$ cat config.mk
export PLATFORM = sky130hd
export DESIGN_NAME = flow_target_unit
export DESIGN_NICKNAME = d
export VERILOG_FILES = /design/src/rtl/flow_pkg.sv /design/src/rtl/flow_decode.sv /design/src/rtl/flow_cond.sv /design/src/rtl/flow_target.sv /design/src/rtl/flow_target_unit.sv
export SDC_FILE = /design/constraint.sdc
export NUM_CORES = 1
export LEC_CHECK = 0
export ABC_AREA = 1
export BUFFER_PORTS_ARGS = -buffer_cell sky130_fd_sc_hd__buf_2
export CAP_MARGIN = 25
export CORE_ASPECT_RATIO = 0.7
export CORE_MARGIN = 4
export CORE_UTILIZATION = 46
export CTS_CLUSTER_SIZE = 8
export DETAILED_ROUTE_END_ITERATION = 16
export GPL_ROUTABILITY_DRIVEN = 1
export PLACE_DENSITY = 0.69
export SYNTH_ARGS = -nofsm -noshare
export SYNTH_HDL_FRONTEND = slang
export SYNTH_HIERARCHICAL = 1
export SYNTH_SLANG_ARGS = --single-unit
$ cat constraint.sdc
create_clock -name clk -period 2.6 [get_ports clk]
set_input_delay 0 -clock clk [delete_from_list [all_inputs] [get_ports clk]]
set_output_delay 0 -clock clk [all_outputs]
set_load 0.1 [all_outputs]
$ cat src/rtl/flow_pkg.sv
package flow_pkg;
  localparam int OP_W  = 6;
  localparam int FN_W  = 6;
  localparam int SEL_W = 5;

  localparam logic [OP_W-1:0]  OP_REG_FORM  = 6'd0;
  localparam logic [OP_W-1:0]  OP_SIGN_TEST = 6'd1;
  localparam logic [OP_W-1:0]  OP_GOTO      = 6'd2;
  localparam logic [OP_W-1:0]  OP_CALL      = 6'd3;
  localparam logic [OP_W-1:0]  OP_EQ_BR     = 6'd4;
  localparam logic [OP_W-1:0]  OP_NE_BR     = 6'd5;
  localparam logic [FN_W-1:0]  FN_REG_GOTO  = 6'd8;
  localparam logic [FN_W-1:0]  FN_REG_CALL  = 6'd9;
  localparam logic [SEL_W-1:0] SEL_NEG      = 5'd0;

  typedef enum logic [2:0] {
    FK_SEQ,
    FK_EQ,
    FK_NE,
    FK_NEG,
    FK_GOTO,
    FK_CALL,
    FK_RGOTO,
    FK_RCALL
  } flow_kind_e;
endpackage

$ cat src/rtl/flow_decode.sv
module flow_decode
  import flow_pkg::*;
#(
  parameter int IW    = 32,
  parameter int IDX_W = 5,
  parameter int DISP_W = 16,
  parameter int FIELD_W = 26
) (
  input  logic [IW-1:0]      instr,
  output flow_kind_e         kind,
  output logic [DISP_W-1:0]  disp,
  output logic [FIELD_W-1:0] region,
  output logic [IDX_W-1:0]   rd_sel
);
  localparam int OP_LO  = IW - OP_W;
  localparam int SEL_LO = OP_LO - 2 * IDX_W;
  localparam int RD_LO  = SEL_LO - IDX_W;

  logic [OP_W-1:0]  op;
  logic [FN_W-1:0]  fn;
  logic [IDX_W-1:0] sel;

  assign op     = instr[IW-1:OP_LO];
  assign fn     = instr[FN_W-1:0];
  assign sel    = instr[SEL_LO +: IDX_W];
  assign rd_sel = instr[RD_LO +: IDX_W];
  assign disp   = instr[DISP_W-1:0];
  assign region = instr[FIELD_W-1:0];

  always_comb begin
    kind = FK_SEQ;
    unique case (op)
      OP_EQ_BR:     kind = FK_EQ;
      OP_NE_BR:     kind = FK_NE;
      OP_GOTO:      kind = FK_GOTO;
      OP_CALL:      kind = FK_CALL;
      OP_SIGN_TEST: if (sel == SEL_NEG) kind = FK_NEG;
      OP_REG_FORM: begin
        if (fn == FN_REG_GOTO)      kind = FK_RGOTO;
        else if (fn == FN_REG_CALL) kind = FK_RCALL;
      end
      default:      kind = FK_SEQ;
    endcase
  end
endmodule

$ cat src/rtl/flow_cond.sv
module flow_cond
  import flow_pkg::*;
#(
  parameter int XLEN = 32
) (
  input  flow_kind_e      kind,
  input  logic [XLEN-1:0] opa,
  input  logic [XLEN-1:0] opb,
  output logic            taken
);
  logic same;
  assign same = (opa == opb);

  always_comb begin
    case (kind)
      FK_EQ:   taken = same;
      FK_NE:   taken = !same;
      FK_NEG:  taken = opa[XLEN-1];
      default: taken = 1'b0;
    endcase
  end
endmodule

$ cat src/rtl/flow_target.sv
module flow_target
  import flow_pkg::*;
#(
  parameter int AW       = 32,
  parameter int IDX_W    = 5,
  parameter int DISP_W   = 16,
  parameter int FIELD_W  = 26,
  parameter int LINK_IDX = 31
) (
  input  logic [AW-1:0]      pc,
  input  flow_kind_e         kind,
  input  logic               taken,
  input  logic [DISP_W-1:0]  disp,
  input  logic [FIELD_W-1:0] region,
  input  logic [IDX_W-1:0]   rd_sel,
  input  logic [AW-1:0]      reg_tgt,
  output logic [AW-1:0]      nxt,
  output logic               lwe,
  output logic [IDX_W-1:0]   lidx,
  output logic [AW-1:0]      lval
);
  localparam int STEP   = 4;
  localparam int KEEP_W = AW - FIELD_W - 2;
  localparam int EXT_W  = AW - DISP_W - 2;

  logic [AW-1:0] seq_pc;
  logic [AW-1:0] br_pc;
  logic [AW-1:0] region_pc;

  assign seq_pc    = pc + AW'(STEP);
  assign br_pc     = seq_pc + {{EXT_W{disp[DISP_W-1]}}, disp, 2'b00};
  assign region_pc = {seq_pc[AW-1 -: KEEP_W], region, 2'b00};

  always_comb begin
    nxt  = seq_pc;
    lwe  = 1'b0;
    lidx = '0;
    lval = '0;
    case (kind)
      FK_EQ, FK_NE, FK_NEG: if (taken) nxt = br_pc;
      FK_GOTO:  nxt = region_pc;
      FK_CALL: begin
        nxt  = region_pc;
        lwe  = 1'b1;
        lidx = IDX_W'(LINK_IDX);
        lval = seq_pc;
      end
      FK_RGOTO: nxt = reg_tgt;
      FK_RCALL: begin
        nxt  = reg_tgt;
        lwe  = 1'b1;
        lidx = rd_sel;
        lval = seq_pc;
      end
      default:  nxt = seq_pc;
    endcase
  end
endmodule

$ cat src/rtl/flow_target_unit.sv
module flow_target_unit
  import flow_pkg::*;
#(
  parameter int AW       = 32,
  parameter int IDX_W    = 5,
  parameter int LINK_IDX = 31
) (
  input  logic             clk,
  input  logic             rst,
  input  logic [AW-1:0]    pc_in,
  input  logic [AW-1:0]    instr_in,
  input  logic [AW-1:0]    rs_val,
  input  logic [AW-1:0]    rt_val,
  output logic [AW-1:0]    next_pc,
  output logic             link_we,
  output logic [IDX_W-1:0] link_idx,
  output logic [AW-1:0]    link_val
);
  localparam int DISP_W  = 16;
  localparam int FIELD_W = 26;

  flow_kind_e         kind;
  logic [DISP_W-1:0]  disp;
  logic [FIELD_W-1:0] region;
  logic [IDX_W-1:0]   rd_sel;
  logic               taken;
  logic [AW-1:0]      nxt_c;
  logic               lwe_c;
  logic [IDX_W-1:0]   lidx_c;
  logic [AW-1:0]      lval_c;

  flow_decode #(.IW(AW), .IDX_W(IDX_W), .DISP_W(DISP_W), .FIELD_W(FIELD_W)) u_dec (
    .instr(instr_in), .kind(kind), .disp(disp), .region(region), .rd_sel(rd_sel)
  );

  flow_cond #(.XLEN(AW)) u_cond (
    .kind(kind), .opa(rs_val), .opb(rt_val), .taken(taken)
  );

  flow_target #(.AW(AW), .IDX_W(IDX_W), .DISP_W(DISP_W), .FIELD_W(FIELD_W),
                .LINK_IDX(LINK_IDX)) u_tgt (
    .pc(pc_in), .kind(kind), .taken(taken), .disp(disp), .region(region),
    .rd_sel(rd_sel), .reg_tgt(rs_val), .nxt(nxt_c), .lwe(lwe_c),
    .lidx(lidx_c), .lval(lval_c)
  );

  always_ff @(posedge clk) begin
    if (rst) begin
      next_pc  <= '0;
      link_we  <= 1'b0;
      link_idx <= '0;
      link_val <= '0;
    end else begin
      next_pc  <= nxt_c;
      link_we  <= lwe_c;
      link_idx <= lidx_c;
      link_val <= lval_c;
    end
  end


  reset_clear_chk: assert property (@(posedge clk) $past(rst) |->
    (next_pc == '0 && !link_we && link_idx == '0 && link_val == '0));


  call_link_chk: assert property (@(posedge clk) disable iff (rst)
    (!$past(rst) && $past(instr_in[AW-1 -: OP_W]) == OP_CALL) |->
    (link_we && link_idx == IDX_W'(LINK_IDX) && next_pc[AW-1 -: 4] == link_val[AW-1 -: 4]
     && next_pc[1:0] == 2'b00));


  reg_goto_chk: assert property (@(posedge clk) disable iff (rst)
    (!$past(rst) && $past(instr_in[AW-1 -: OP_W]) == OP_REG_FORM
     && $past(instr_in[5:0]) == FN_REG_GOTO) |->
    (next_pc == $past(rs_val) && !link_we));


  eq_fall_chk: assert property (@(posedge clk) disable iff (rst)
    (!$past(rst) && $past(instr_in[AW-1 -: OP_W]) == OP_EQ_BR
     && $past(rs_val) != $past(rt_val)) |->
    (next_pc == $past(pc_in) + AW'(4)));


  plain_seq_chk: assert property (@(posedge clk) disable iff (rst)
    (!$past(rst) && $past(instr_in[AW-1 -: OP_W]) > OP_NE_BR) |->
    (next_pc == $past(pc_in) + AW'(4) && !link_we && link_val == '0));


  rcall_link_chk: assert property (@(posedge clk) disable iff (rst)
    (!$past(rst) && $past(instr_in[AW-1 -: OP_W]) == OP_REG_FORM
     && $past(instr_in[5:0]) == FN_REG_CALL) |->
    (link_we && link_idx == $past(instr_in[15:11]) && link_val == $past(pc_in) + AW'(4)));
endmodule

# Yosys cells after proc, flatten, opt, wreduce, memory -nomap -nowiden
# Index checks and enable logic that the tools add are counted.
# totals
inputBits	130
regBits	70
wordCells	39
# op_classes
muxes	9
n_reduce_logical	8
n_eq_ne	15
add_sub_neg	2
bitwise_logic	1
# ops
cell	count
$pmux W32 S3	1
$add A32 B3 Y32 const B	1
$add A32 B32 Y32	1
$eq A32 B32 Y1	1
$mux W32	1
$pmux W3 S6	1
$eq A3 B3 Y1 const B	4
$eq A6 B2 Y1 const B	2
$eq A6 B3 Y1 const B	2
$eq A6 B4 Y1 const B	2
$pmux W5 S2	1
$reduce_or A2 Y1	4
$eq A3 B2 Y1 const B	2
$eq A6 B1 Y1 const B	1
$logic_not A6 Y1	1
$mux W3	2
$logic_not A5 Y1	1
$eq A3 B1 Y1 const B	1
$pmux W1 S3	1
$reduce_or A3 Y1	1
$mux W2	1
$logic_not A1 Y1	1
$mux W1	1
$not A1 Y1	1

# Longest topological paths before layout
# Gate-level depths: netlist of run 1.
# depth
word_depth	8
depth_mapped	24

# By module
# Netlist of run 1, hierarchy kept.
# by_module_without_submodules
mod	area_per_inst_um2	seq_area_each_um2	cells_each	instances
flow_target	4181.5	0.0	836	1
flow_target_unit	2016.9	1401.3	218	1
flow_cond	664.4	0.0	150	1
flow_decode	519.2	0.0	80	1

# Worst setup path before layout of run 1
# No wires, ideal clock.
# synth_path
path_type	input to register
from	in pc_in[2]
to	reg next_pc[18]
slack_ns	0.314
required_ns	2.488
arrival_ns	2.174
path_stages	15
path_buffers	0
path_cell_list	ha_1 > inv_1 > nor3_2 > nand3_1 > xor2_1 > inv_1 > ha_1 > nand2_1 > nor3_1 > a21oi_1 > or2_2 > nand3_1 > o211ai_1 > inv_1 > nor2_1
# synth_via
elab_chain_len	4
# synth_lines
item	line_no	text
start: declaration	flow_target_unit.sv:10	input logic [AW-1:0] pc_in,
$add A32 B3 Y32 (*)	flow_target.sv:30	assign seq_pc = pc + AW'(STEP);
$add A32 B32 Y32	flow_target.sv:31	assign br_pc = seq_pc + {{EXT_W{disp[DISP_W-1]}}, disp, 2'b00};
$mux W32	flow_target.sv:40	FK_EQ, FK_NE, FK_NEG: if (taken) nxt = br_pc;
$pmux W32 S3 (*)	flow_target.sv:39	case (kind)
named net nxt_c[18]	flow_target_unit.sv:27	logic [AW-1:0] nxt_c;
end signal: assignment	flow_target_unit.sv:54	next_pc <= nxt_c;
end: declaration	flow_target_unit.sv:14	output logic [AW-1:0] next_pc,
# Mark *: on every way through the listed nets, which the timed path passes. The rest lies on a longest branch.
# A chain may end at the register's enable or synchronous reset.

# Final worst setup path of run 1
# layout_path
from	in pc_in[8]
to	reg next_pc[26]
# Same word-level chain as after synthesis.

==> results of run 1 <==
cell usage in the layout (no fill, tap or decap), types with 6 or more instances in the layout:
cell | netlist | routed
a21oi_1 | 40 | 27
a21oi_2 | 0 | 11
a22oi_1 | 24 | 24
buf_2 | 5 | 199
buf_4 | 47 | 171
clkbuf_16 | 0 | 9
dfxtp_1 | 70 | 70
ha_1 | 33 | 24
ha_4 | 0 | 7
inv_1 | 240 | 238
inv_2 | 5 | 7
nand2_1 | 353 | 326
nand2_2 | 9 | 35
nand3_1 | 76 | 70
nand3_2 | 1 | 6
nand4_1 | 13 | 13
nor2_1 | 208 | 189
nor2_2 | 4 | 17
nor2_4 | 8 | 14
nor3_2 | 4 | 8
o211ai_1 | 7 | 7
o21ai_0 | 15 | 12
o21ai_1 | 6 | 9
o21bai_1 | 7 | 7
o221ai_1 | 9 | 9
or2_2 | 7 | 7
xnor2_1 | 21 | 20
xor2_2 | 0 | 8
tightest hold or removal path, delay by kind of cell:
kind | cells | cell delay (ns)
buf+inv | 2 | 0.14
simple gates | 2 | 0.12
compound gates | 1 | 0.06
routing by layer:
layer	part of all wire [%]	up-vias
met3	12	35
met1	47	4129
li1	-	4513
met5	0	-
met2	40	468
met4	2.0	0
area by class of cell:
type / count / area, µm² / area share (%)
Timing Repair Buffer: 374 / 2330 / 22.7
Tap cell: 200 / 250 / 2.44
Clock buffer: 10 / 229 / 2.23
Inverter: 246 / 925 / 9.01
Clock inverter: 6 / 93.8 / 0.914
Sequential cell: 70 / 1400 / 13.7
Multi-Input combinational cell: 897 / 5030 / 49.0
sequential cells by signal, indices dropped and copies added (netlist names):
name      flops
link_we       1
link_val     32
next_pc      32
link_idx      5
how the worst max path moves through the flow:
stage | endpoint | cells past startpoint | startpoint
finish | next_pc[26]$_SDFF_PP0_ | 22 | pc_in[8]
global route | next_pc[31]$_SDFF_PP0_ | 25 | pc_in[8]
CTS | next_pc[23]$_SDFF_PP0_ | 21 | pc_in[2]
detailed placement | next_pc[23]$_SDFF_PP0_ | 23 | pc_in[2]
global placement | next_pc[23]$_SDFF_PP0_ | 21 | pc_in[2]
floorplan | next_pc[18]$_SDFF_PP0_ | 15 | pc_in[2]
power groups by stage:
stage / logic (mW) / registers [mW] / clock network (mW)
floorplan: 0.681 / 1.38 / 0
global placement: 1.48 / 1.14 / 0
global route: 1.76 / 1.12 / 1.44
finish: 1.64 / 1.12 / 1.40
CTS: 1.50 / 1.12 / 1.41
detailed placement: 1.49 / 1.14 / 0
through the flow:
step | total power, mW | cells | utilization [%]
6_report | 4.15 | 1803 | 65.8
5_1_grt | 4.33 | 1803 | 65.8
4_1_cts | 4.03 | 1794 | 62.4
3_5_place_dp | 2.63 | 1776 | 60.0
3_3_place_gp | 2.63 | 1776 | 60.0
2_1_floorplan | 2.06 | 1284 | -
repair_timing:
action / 4_1_cts / 5_1_grt
hold buffers: 2 / 0
pin swaps: 0 / 23
hold endpoints to repair: 3 / 0
endpoints found under the setup margin: 9 / 20
resized for setup: 6 / 108
setup buffers: 0 / 9
cells by family after synthesis:
family | share of synthesized area [%]
and+or+nand+nor | 41.7
buffers and inverters | 19.5
AOI/OAI and AO/OA | 9.73
DFF | 19.0
xor gates and xnor gates | 4.15
adders and majority gates | 5.86
==> results.json, run 1 <==
{
  "overflow": 0,
  "max_cap_viols": 0,
  "grt_antenna_before_repair": 0,
  "p_sw_share_pct": 38.7,
  "unrepaired_setup_endpoints_after_global_routing": "yes",
  "synth_ff_type": "dfxtp_1",
  "cp-end-kind": "flop",
  "timing_worst_slew_pin_value_ns": 0.554,
  "cp.buffers_inverters": 6,
  "total_negative_setup_slack_ns": 0,
  "p_switching_mw": 1.61,
  "globalRouteMet2Util_pct": 45.6,
  "chipHeight_um": 114,
  "final-max-slew-violation-count": 0,
  "track_usage_pct": 32.3,
  "synth_area_leaders": "dfxtp_1 (19%), nand2_1 (18%), inv_1 (12%)",
  "grt_pass1_wl_mm": 45.6,
  "die_x_um": 159,
  "yosys.cell_count.top_type": "nand2_1",
  "design.die.area_mm2": 0.0182,
  "outcome": "complete, no violations",
  "post_synth_cell_types": 42,
  "gr-usage-met1_pct": 47.3,
  "ant_nets": 0,
  "initial_core_utilization_pct": 47.3,
  "worstPathCellList": "buf_2 > nand2_2 > nor2_2 > nand2_2 > nor2_8 > nand3_4 > xor2_1 > inv_1 > ha_1 > nand2_1 > inv_1 > nand2_2 > buf_4 > inv_1 > a21oi_2 > nand3_1 > nand2_1 > nand3_1 > nand2_1 > nand3_1 > inv_1 > nor2_1",
  "synth_top_cell_by_area": "dfxtp_1",
  "final_layout_size_suffix_gt1_share_pct": 32.9,
  "gr-usage-met3_pct": 10.1,
  "ys_seq_elements": 70,
  "p_leak_nw": 5.59,
  "synth.yosys.seq_area_share_pct": 19.0,
  "cts-htree-levels": 3,
  "synth_top_area_share_pct": 19.0,
  "slowest_stage": "ha_1",
  "cts_inserted_buffers": 9,
  "first_pass_iters": 6,
  "grt_start_max_net_pins": 53,
  "ioPinCount": 200,
  "final-hold-violation-count": 0,
  "max_clock_freq_ghz": 0.408,
  "post-route-min-period_ns": 2.45,
  "whs_path_depth": 5,
  "seqPwrFrac_pct": 27.0,
  "hold-worst-slack_ns": 0.00684,
  "design.core.area_mm2": 0.0156,
  "vias_per_cell": 5.07,
  "placementRows": 38,
  "synth_enable_flop_cells": 0,
  "critical_path_required_ns": 2.82,
  "hold-path-endpoint": "next_pc[0]$_SDFF_PP0_",
  "routedWlPerCell_um": 16.9,
  "num-fill-cells": 1532,
  "p_per_area_mw_per_mm2": 405,
  "crit_path_max_incr_delay_ns": 0.34,
  "postPlaceCellArea_mm2": 0.00936,
  "syn-cell-area_mm2": 0.00738,
  "synth_net_count": 1448,
  "intPower_mw": 2.55,
  "clk_path_buf_depth": 2,
  "synth_cells": 1284,
  "yosys-top-cells-count": "nand2_1 (353), inv_1 (240), nor2_1 (208)",
  "setup_viol_count_final": 0,
  "hold_start": "rs_val[0]",
  "flow.area_growth_from_synthesis_pct": 39.0,
  "drt_iter0_drc": 976,
  "path_class": "in2reg",
  "share_clk_of_total_power_pct": 33.6,
  "routed-via-count": 9145,
  "port_buffers": 199,
  "place_hpwl_mm": 25.7,
  "via_count_of_the_first_global_routing_pass": 8112,
  "fin_crit_sh_pct": 94.4,
  "async_reset_ff_share_pct": 0,
  "yosys_synthesis_warning_count": 6,
  "vdd_ir_drop_max_mv": 0.315,
  "finish.instance_area_mm2": 0.0103,
  "n_antenna_cell": 0,
  "crit_path_frequent_cell": "inv_1",
  "syn_area_per_cell_um2": 5.75,
  "final.setup.worst_slack_ns": 0.147,
  "grt_most_used_layer": "met1",
  "cts_tree": "built",
  "drc": 0,
  "drt_wl_total_mm": 30.4,
  "dpl_worst_slack_ns": -0.548,
  "min-delay-path-class": "in2reg",
  "max-slew-margin-rel_pct": 63.1,
  "timing.critical_path.arrival_ns": 2.67,
  "worstSetupStartpointType": "primary input",
  "place_congestion": 0.991,
  "tritoncts_num_sinks": 70,
  "cts.reportedPaths.clkPinSlew_ns": 0.06,
  "largest_fanout_on_the_critical_path": 4,
  "path_delay_family": "simple AND/OR/NAND/NOR gates",
  "clock_tree.root_cell": "clkbuf_16",
  "finalNetCount": 1762,
  "comb_power_share_pct": 39.4
}
Note: power is estimated with default switching activity, not from simulation.
==> run 2, diff against run 1 <==
ABC_AREA = 0   (was 1)
PLACE_DENSITY = 0.72   (was 0.69)
==> results.json, run 2 <==
{
  "grt_start_max_net_pins": 54,
  "cts.reportedPaths.clkPinSlew_ns": 0.07,
  "ant_nets": 0,
  "timing.critical_path.arrival_ns": 3.36,
  "track_usage_pct": 32.3,
  "path_class": "in2reg",
  "drt_wl_total_mm": 26.9,
  "gr-usage-met1_pct": 47.8,
  "max_cap_viols": 0,
  "globalRouteMet2Util_pct": 45.0,
  "post_synth_cell_types": 64,
  "flow.area_growth_from_synthesis_pct": 60.3,
  "die_x_um": 145,
  "routedWlPerCell_um": 20.9,
  "first_pass_iters": 6,
  "final_layout_size_suffix_gt1_share_pct": 51.2,
  "chipHeight_um": 104,
  "tritoncts_num_sinks": 70,
  "drt_iter0_drc": 671,
  "finalNetCount": 1284,
  "final.setup.worst_slack_ns": -0.531,
  "initial_core_utilization_pct": 47.9,
  "cp-end-kind": "flop",
  "cp.buffers_inverters": 2,
  "finish.instance_area_mm2": 0.00970,
  "synth_top_area_share_pct": 23.2,
  "worstSetupStartpointType": "primary input",
  "outcome": "complete, but fails checks",
  "commonest_non_fill_non_tap_cells_in_the_layout": "buf_4 (209), buf_2 (190), nor2b_1 (73)",
  "comb_power_share_pct": 40.7,
  "min-delay-path-class": "in2reg",
  "vias_per_cell": 5.69,
  "routed-via-count": 7326,
  "hold_start": "pc_in[0]",
  "design.core.area_mm2": 0.0126,
  "combined_area_of_the_multi_input_logic_cells_mm2": 0.00480,
  "largest_fanout_on_the_critical_path": 4,
  "yosys.cell_count.top_type": "nor2b_1",
  "place_congestion": 0.973,
  "port_buffers": 199,
  "p_sw_share_pct": 35.6,
  "syn_area_per_cell_um2": 7.88,
  "placementRows": 34,
  "postPlaceCellArea_mm2": 0.00839,
  "synth_enable_flop_cells": 0,
  "final-hold-violation-count": 0,
  "failing_checks": "setup timing",
  "drc": 0,
  "p_switching_mw": 1.50,
  "synth_cells": 768,
  "hold-path-endpoint": "link_val[0]$_SDFF_PP0_",
  "worstPathCellList": "buf_6 > and4_4 > and3_4 > nand2_2 > nor2_1 > xnor2_1 > inv_1 > ha_4 > a21oi_1 > o21ai_4 > a221o_1 > a41oi_4 > o21ai_2 > a311oi_2 > nor4b_2 > or3_1 > nor2b_1",
  "total_negative_setup_slack_ns": -3.83,
  "place_hpwl_mm": 20.1,
  "ys_seq_elements": 70,
  "syn-cell-area_mm2": 0.00605,
  "fin_crit_sh_pct": 120,
  "path_delay_family": "compound AO/OA/AOI/OAI gates",
  "seqCellArea_mm2": 0.00140,
  "final-max-slew-violation-count": 0,
  "cts-htree-levels": 3,
  "async_reset_ff_share_pct": 0,
  "clk_path_buf_depth": 2,
  "yosys_synthesis_warning_count": 6,
  "synth_top_cell_by_area": "dfxtp_1",
  "synth_area_leaders": "dfxtp_1 (23%), nor2b_1 (8.1%), xnor2_1 (7.2%)",
  "ioPinCount": 200,
  "final_common_cell": "buf_4",
  "synth.yosys.seq_area_share_pct": 23.2,
  "n_antenna_cell": 0,
  "intPower_mw": 2.71,
  "num-fill-cells": 874,
  "dpl_worst_slack_ns": -0.830,
  "timing_worst_slew_pin_value_ns": 0.540,
  "clock_tree.root_cell": "clkbuf_16",
  "crit_path_max_incr_delay_ns": 0.36,
  "cts_tree": "built",
  "seqPwrFrac_pct": 26.4,
  "unrepaired_setup_endpoints_after_global_routing": "yes",
  "yosys-top-cells-count": "nor2b_1 (78), dfxtp_1 (70), nor2_1 (54)",
  "critical_path_required_ns": 2.83,
  "grt_pass1_wl_mm": 38.3,
  "whs_path_depth": 4,
  "gr-usage-met3_pct": 11.8,
  "post-route-min-period_ns": 3.13,
  "share_clk_of_total_power_pct": 32.9,
  "vdd_ir_drop_max_mv": 0.298,
  "cts_inserted_buffers": 9,
  "synth_net_count": 932,
  "p_per_area_mw_per_mm2": 434,
  "max-slew-margin-rel_pct": 63.6,
  "p_leak_nw": 4.56,
  "slowest_stage": "or3_1",
  "synth_ff_type": "dfxtp_1",
  "grt_most_used_layer": "met1",
  "design.die.area_mm2": 0.0151,
  "setup_viol_count_final": 17,
  "max_clock_freq_ghz": 0.319,
  "grt_antenna_before_repair": 1,
  "totalPowerFinal_mw": 4.21,
  "largest_registers": "link_val x32, next_pc x32, link_idx x5",
  "overflow": 0,
  "via_count_of_the_first_global_routing_pass": 6668
}
==> run 2: worst max path at each step <==
stage          startpoint                     end  slack, ns  cells past startpoint
2_1_floorplan   pc_in[12]  next_pc[30]$_SDFF_PP0_      -0.55                     20
5_1_grt         pc_in[15]  next_pc[31]$_SDFF_PP0_      -0.64                     19
6_report         pc_in[4]  next_pc[30]$_SDFF_PP0_      -0.53                     17
3_5_place_dp     pc_in[7]  next_pc[31]$_SDFF_PP0_      -0.83                     19
3_3_place_gp    pc_in[12]  next_pc[29]$_SDFF_PP0_      -0.70                     17
4_1_cts          pc_in[7]  next_pc[31]$_SDFF_PP0_      -0.33                     19
==> run 2: final cells by class <==
| type | instances | area share (%) |
|---|---|---|
| repair buffers | 424 | 29.1 |
| inverters | 40 | 1.55 |
| flip-flops and latches | 70 | 14.4 |
| clock buffers | 10 | 2.36 |
| well taps | 162 | 2.09 |
| multi-input cells | 575 | 49.5 |
| clock inverters | 6 | 0.968 |
==> run 2: power by group through the flow <==
stage	sequential (mW)	clock, mW	combinational, mW
floorplan	1.35	0	0.615
global placement	1.14	0	1.40
detailed placement	1.14	0	1.40
CTS	1.11	1.39	1.53
global route	1.11	1.44	1.79
finish	1.11	1.38	1.71
==> run 2: stage by stage <==
stage	hold slack [ns]	utilization (%)	instances
floorplan	0.182	-	768
global placement	0.325	66.4	1242
detailed placement	0.328	66.4	1242
CTS	0.00911	72.8	1274
global route	0.0215	76.8	1287
finish	0.0268	76.8	1287
==> run 2: metal layers <==
| layer | vias to the layer above | routed length, µm |
|---|---|---|
| li1 | 3336 | - |
| met1 | 3405 | 11500 |
| met2 | 518 | 11000 |
| met3 | 65 | 3700 |
| met4 | 2 | 651 |
| met5 | - | 12 |
==> run 2: worst min-delay path, cell delays in order <==
cell     delay (ns)
buf_2          0.08
inv_1          0.05
nor2_1         0.08
nor2b_1        0.11
==> run 2: kinds of logic after synthesis <==
family	synth area share (%)
fa+ha+maj	7.16
xor+xnor	12.3
buf+inv	10.7
flops	23.2
simple gates	24.3
mux	3.95
compound gates	18.4
==> run 2: repair_timing <==
action | CTS | global route
pin swaps | 61 | 67
endpoints found under the setup margin | 18 | 20
gates resized for setup | 71 | 74
hold buffers | 1 | 0
buffers inserted | 16 | 13
hold endpoints to repair | 9 | 0
